File: src/rtl/rxf_pkg.sv
package rxf_pkg;

    localparam int LEN_W      = 16;
    localparam int ADDR_BYTES = 6;
    localparam int WINDOW     = 64;

    typedef struct packed {
        logic miss;
        logic bcast;
        logic mcast;
        logic too_long;
        logic odd_bits;
        logic crc_bad;
        logic ovf;
        logic trunc;
    } rx_flags_t;

    typedef struct packed {
        logic [7:0]       rsvd;
        rx_flags_t        flags;
        logic [LEN_W-1:0] len;
    } rx_status_t;

    function automatic rx_status_t make_status(input rx_flags_t f,
                                               input logic [LEN_W-1:0] l);
        rx_status_t s;
        s.rsvd  = '0;
        s.flags = f;
        s.len   = l;
        return s;
    endfunction

endpackage

File: src/rtl/rxf_addr_track.sv
module rxf_addr_track #(
    parameter int ADDR_BYTES = 6,
    parameter int IDX_W      = $clog2(ADDR_BYTES)
) (
    input  logic                    clk,
    input  logic                    rst,
    input  logic                    clr,
    input  logic                    byte_vld,
    input  logic [7:0]              byte_data,
    input  logic                    in_addr,
    input  logic [IDX_W-1:0]        byte_idx,
    input  logic [8*ADDR_BYTES-1:0] station_addr,
    output logic                    uc_nxt,
    output logic                    bc_nxt,
    output logic                    mc_nxt,
    output logic                    uc_q,
    output logic                    bc_q,
    output logic                    mc_q
);

    logic [7:0] sa_b [ADDR_BYTES];
    logic       take;

    for (genvar g = 0; g < ADDR_BYTES; g++) begin : g_sa
        assign sa_b[g] = station_addr[8*(ADDR_BYTES-1-g) +: 8];
    end

    always_comb begin
        take   = byte_vld && in_addr;
        uc_nxt = uc_q && (!take || (byte_data == sa_b[byte_idx]));
        bc_nxt = bc_q && (!take || (byte_data == 8'hFF));
        mc_nxt = (take && (byte_idx == '0)) ? byte_data[0] : mc_q;
    end

    always_ff @(posedge clk) begin
        if (rst || clr) begin
            uc_q <= 1'b1;
            bc_q <= 1'b1;
            mc_q <= 1'b0;
        end else begin
            uc_q <= uc_nxt;
            bc_q <= bc_nxt;
            mc_q <= mc_nxt;
        end
    end

    // an all-ones destination can only stay broadcast if its first byte is odd
    a_r3_bcast_is_group: assert property (@(posedge clk) disable iff (rst)
        (bc_q && $past(take && byte_idx == '0)) |-> mc_q);

endmodule

File: src/rtl/rxf_len_track.sv
module rxf_len_track #(
    parameter int LEN_W = 16
) (
    input  logic             clk,
    input  logic             rst,
    input  logic             clr,
    input  logic             byte_vld,
    input  logic [LEN_W-1:0] max_len,
    input  logic             babble_en,
    output logic [LEN_W-1:0] cnt,
    output logic             over_q,
    output logic             babble_irq
);

    localparam logic [LEN_W-1:0] CNT_MAX = '1;

    always_ff @(posedge clk) begin
        if (rst || clr) begin
            cnt        <= '0;
            over_q     <= 1'b0;
            babble_irq <= 1'b0;
        end else begin
            babble_irq <= 1'b0;
            if (byte_vld) begin
                if (cnt != CNT_MAX) cnt <= cnt + 1'b1;
                if (!over_q && (cnt >= max_len)) begin
                    over_q     <= 1'b1;
                    babble_irq <= babble_en;
                end
            end
        end
    end

    a_r10_babble_masked: assert property (@(posedge clk) disable iff (rst)
        babble_irq |-> $past(babble_en));

    a_r8_len_saturates: assert property (@(posedge clk) disable iff (rst)
        (!$past(clr) && $past(cnt) == CNT_MAX) |-> cnt == CNT_MAX);

endmodule

File: src/rtl/rx_frame_filter.sv
module rx_frame_filter
    import rxf_pkg::*;
(
    input  logic                    clk,
    input  logic                    rst,
    input  logic                    byte_vld,
    input  logic [7:0]              byte_data,
    input  logic                    frame_end,
    input  logic                    crc_err,
    input  logic                    fifo_ovf,
    input  logic                    trunc_flag,
    input  logic                    odd_bits,
    input  logic                    promisc,
    input  logic                    babble_en,
    input  logic [LEN_W-1:0]        max_len,
    input  logic [8*ADDR_BYTES-1:0] station_addr,
    output logic                    fifo_accept,
    output logic                    fifo_reject,
    output logic                    stat_vld,
    output logic [31:0]             stat_word,
    output logic                    babble_irq
);

    localparam int IDX_W = $clog2(ADDR_BYTES);
    localparam logic [LEN_W-1:0] ADDR_LAST = LEN_W'(ADDR_BYTES - 1);
    localparam logic [LEN_W-1:0] WIN_LAST  = LEN_W'(WINDOW - 1);

    logic [LEN_W-1:0] cnt;
    logic             over_q;
    logic             uc_nxt, bc_nxt, mc_nxt;
    logic             uc_q, bc_q, mc_q;
    logic             rej_q, acc_q;
    logic             pass_nxt;
    rx_flags_t        flags;

    rxf_len_track #(.LEN_W(LEN_W)) u_len (
        .clk        (clk),
        .rst        (rst),
        .clr        (frame_end),
        .byte_vld   (byte_vld),
        .max_len    (max_len),
        .babble_en  (babble_en),
        .cnt        (cnt),
        .over_q     (over_q),
        .babble_irq (babble_irq)
    );

    rxf_addr_track #(.ADDR_BYTES(ADDR_BYTES), .IDX_W(IDX_W)) u_addr (
        .clk          (clk),
        .rst          (rst),
        .clr          (frame_end),
        .byte_vld     (byte_vld),
        .byte_data    (byte_data),
        .in_addr      (cnt < LEN_W'(ADDR_BYTES)),
        .byte_idx     (cnt[IDX_W-1:0]),
        .station_addr (station_addr),
        .uc_nxt       (uc_nxt),
        .bc_nxt       (bc_nxt),
        .mc_nxt       (mc_nxt),
        .uc_q         (uc_q),
        .bc_q         (bc_q),
        .mc_q         (mc_q)
    );

    always_comb begin
        pass_nxt       = uc_nxt || bc_nxt || mc_nxt || promisc;
        flags.bcast    = bc_q;
        flags.mcast    = mc_q && !bc_q;
        flags.miss     = !uc_q && !bc_q && !mc_q;
        flags.too_long = over_q;
        flags.odd_bits = odd_bits;
        flags.crc_bad  = crc_err;
        flags.ovf      = fifo_ovf;
        flags.trunc    = trunc_flag;
    end

    always_ff @(posedge clk) begin
        if (rst) begin
            rej_q       <= 1'b0;
            acc_q       <= 1'b0;
            fifo_accept <= 1'b0;
            fifo_reject <= 1'b0;
            stat_vld    <= 1'b0;
            stat_word   <= '0;
        end else begin
            fifo_accept <= 1'b0;
            fifo_reject <= 1'b0;
            stat_vld    <= 1'b0;
            if (frame_end) begin
                if (acc_q) begin
                    stat_vld  <= 1'b1;
                    stat_word <= make_status(flags, cnt);
                end else if (!rej_q) begin
                    fifo_reject <= 1'b1;
                end
                rej_q <= 1'b0;
                acc_q <= 1'b0;
            end else if (byte_vld && !rej_q) begin
                if (cnt == ADDR_LAST && !pass_nxt) begin
                    rej_q       <= 1'b1;
                    fifo_reject <= 1'b1;
                end
                if (cnt == WIN_LAST) begin
                    acc_q       <= 1'b1;
                    fifo_accept <= 1'b1;
                end
            end
        end
    end

    a_r6_accept_reject_exclusive: assert property (@(posedge clk) disable iff (rst)
        !(fifo_accept && fifo_reject));

    a_r8_status_only_after_accept: assert property (@(posedge clk) disable iff (rst)
        stat_vld |-> $past(acc_q));

    a_r9_short_frame_not_long: assert property (@(posedge clk) disable iff (rst)
        (stat_vld && !stat_word[20]) |-> stat_word[15:0] <= $past(max_len));

    a_r7_runt_below_window: assert property (@(posedge clk) disable iff (rst)
        (fifo_reject && $past(frame_end)) |-> $past(cnt) < LEN_W'(WINDOW));

    a_r12_no_accept_when_rejected: assert property (@(posedge clk) disable iff (rst)
        $past(rej_q && !frame_end) |-> !fifo_accept);

endmodule

File: config.mk
export PLATFORM = sky130hd
export DESIGN_NAME = rx_frame_filter
export DESIGN_NICKNAME = d
export VERILOG_FILES = /design/src/rtl/rxf_pkg.sv /design/src/rtl/rxf_addr_track.sv /design/src/rtl/rxf_len_track.sv /design/src/rtl/rx_frame_filter.sv
export SDC_FILE = /design/constraint.sdc
export NUM_CORES = 1
export LEC_CHECK = 0
export BUFFER_PORTS_ARGS = -buffer_cell sky130_fd_sc_hd__buf_2
export CAP_MARGIN = 20
export CORE_ASPECT_RATIO = 0.75
export CORE_MARGIN = 4
export CORE_UTILIZATION = 54
export DETAILED_ROUTE_END_ITERATION = 6
export PLACE_DENSITY = 0.86
export RECOVER_POWER = 50
export SLEW_MARGIN = 15
export SYNTH_ARGS = -nofsm -noshare
export SYNTH_HDL_FRONTEND = slang
export SYNTH_HIERARCHICAL = 1
export SYNTH_SLANG_ARGS = --single-unit
File: constraint.sdc
create_clock -name clk -period 6.65 [get_ports clk]
set_input_delay 1.33 -clock clk [delete_from_list [all_inputs] [get_ports clk]]
set_output_delay 1.33 -clock clk [all_outputs]
set_load 0.02 [all_outputs]
==> out/results.ini <==
[outcome]
status = finished, violations left
violations = DRC

[timing]
slew_violations = 0
min_period_over_period_pct = 49.45
final.setup.tns_ns = 0
fmax_mhz = 304.1
setup_ws_ns = 3.361
relSlewSlack_pct = 8.960
fin_crit_ns = 3.289
tightest_slew_ns = 1.366
finClkSkew_ns = 0.004797
setup_viol = 0
rsz0062_at_grt = false
finalHoldViolCount = 0
hold_ws_ns = 0.4618

[floorplanning]
pin_count = 118
fp.dieW_um = 97.82
fp-row-count = 24
coreArea_um2 = 5826
initial_core_util_pct = 56.08
die_h_um = 75.36
die_area_um2 = 7371

[layout]
final_common_cell = buf_2
fin_util_pct = 66.09
final_cells = 583
diodes = 0
mostFrequentLayoutCells = 79 x buf_2, 60 x nand2_1, 50 x dfxtp_1
final_area_um2 = 3850
syn2layout_area_growth_pct = 17.85
num-nets-final = 603
drive_gt1_share_pct = 20.20

[clock_network]
htreeDepth = 2
postCtsHoldBufs = 0
cts_tree = yes
cts_setup_buffers = 0
numCtsBuffers = 5
clk_path_buf_depth = 2
cts_sinks = 50
ctsResizeCount = 0
cts.clk_slew.worst_paths_ns = 0.10
cts-root-buf = clkbuf_8
insertion_delay_ns = 0.31

[placed_design]
place_inst = 575
gp_congestion = 0.8712
preCtsSetupSlack_ns = 3.074
placedInstanceArea_um2 = 3774
io_buffers = 109
dp_hpwl_mm = 6.821

[drt]
route.detailed.drc = 4
viasPerCell = 5.942
vias = 3464
wire_per_inst_um = 15.85
dr.pass1.iters = 7
drt.antenna.violating_nets = 0
routed_wl_mm = 9.242
drt-initial-drc-count = 321

[critical_path]
start_kind = input port
required_ns = 6.89
cp-end-kind = flip-flop
critical_path_class = in2reg
cp_max_fo = 2
cp-startpoint = station_addr[0]
reg2reg_from = u_len/cnt[0]
arrival_ns = 3.53

[pwr]
power.total_mw = 0.6139
p_per_area_nw_per_um2 = 159.5
vdd_drop_max_uv = 129.8
p_leak_nw = 1.523

[synth]
yosysSeqAreaShare_pct = 30.64
synth_edf_count = 0
netlist_instances = 406
ys.flop_type = dfxtp_1
ys_types = 51
syn_area_um2 = 3267
yosys_register_bits = 50
syn_avg_cell_area_um2 = 8.047
synthArstFlopShare_pct = 0
yosysWarnings = 6

[worst_hold_path]
worstHoldPathType = reg2reg
hp-start = stat_word[22]

[global_route]
grt_pass1_wl_mm = 14.53
grt-ovfl-total = 0
antenna_found_initial = 0
first_global_vias = 3124
grt_max_degree = 43
grt_usage_pct = 23.74

[job]
drv_cap = 0

## power breakdown
part	internal, mW	switching [mW]
clock	0.115	0.108
combinational	0.0423	0.0453
sequential	0.301	0.00310
## worst paths after layout
check | endpoint | slack (ns) | cells past startpoint
worst max-delay path | fifo_reject | 3.36 | 10
worst min-delay path | stat_word[22] | 0.46 | 2
worst max register to register | fifo_reject | 3.40 | 9
worst min register to register | stat_word[22] | 0.46 | 2
## state kept, by name, indices dropped and copies added, names as in the netlist
register          cells
stat_vld              1
fifo_accept           1
acc_q                 1
u_len/babble_irq      1
rej_q                 1
stat_word            24
u_len/cnt            16
u_addr/mc_q           1
u_len/over_q          1
u_addr/bc_q           1
fifo_reject           1
u_addr/uc_q           1
## metal layers
metal	track usage [%]	share of wire, %	up-vias
met5	0	0	-
met3	5.306	9.7	12
met4	5.837	0.70	0
met1	31.96	42	1585
met2	39.64	47	198
li1	-	-	1669
## cells by family after synthesis
family,Yosys count,share of synthesized area [%]
other cells,1,0.1148
fa+ha+maj,17,6.511
mux,26,8.005
flops,50,30.64
compound gates,93,17.27
buf+inv,45,7.392
xor+xnor,16,4.289
simple gates,158,25.78
## area by class of cell
type	instances	area [um2]
Tap cell	78	97.59
Multi-Input combinational cell	318	2047
Sequential cell	50	1001
Clock buffer	5	68.82
Timing Repair Buffer	110	515.5
Inverter	19	71.32
Clock inverter	3	48.80
Fill cell	532	1976
## cell usage after synthesis, types with 2 or more instances
| library cell | instances | area share [%] |
|---|---|---|
| mux2i_1 | 25 | 7.7 |
| or2_2 | 2 | 0.38 |
| a211oi_1 | 2 | 0.46 |
| or4_4 | 2 | 0.69 |
| o21ai_2 | 2 | 0.54 |
| o22ai_1 | 12 | 2.3 |
| and4_1 | 2 | 0.54 |
| and3_2 | 2 | 0.46 |
| o41ai_1 | 2 | 0.54 |
| buf_4 | 10 | 2.3 |
| inv_1 | 19 | 2.2 |
| dfxtp_1 | 50 | 31 |
| buf_6 | 4 | 1.4 |
| o311ai_0 | 3 | 0.80 |
| clkbuf_1 | 10 | 1.1 |
| nand3_1 | 11 | 1.7 |
| nor3_1 | 8 | 1.2 |
| nand2_1 | 60 | 6.9 |
| or3_1 | 11 | 2.1 |
| xnor2_1 | 16 | 4.3 |
| nor2_1 | 12 | 1.4 |
| nand4_1 | 13 | 2.5 |
| ha_1 | 17 | 6.5 |
| or4_1 | 8 | 1.8 |
| and3_1 | 12 | 2.3 |
| nand2b_1 | 3 | 0.57 |
| o31ai_1 | 7 | 1.6 |
| o21a_1 | 2 | 0.46 |
| and2_1 | 3 | 0.57 |
| o21ai_0 | 15 | 2.3 |
| a21oi_1 | 41 | 6.3 |
## critical path, cell delays in order
cell	delay (ns)
buf_2	0.08
mux2i_1	0.09
or3_1	0.34
and3_1	0.17
o22ai_1	0.24
nor4_2	0.08
o21a_1	0.17
or4_1	0.46
or4_4	0.44
o21ai_2	0.12
(Power assumes the default switching activity.)
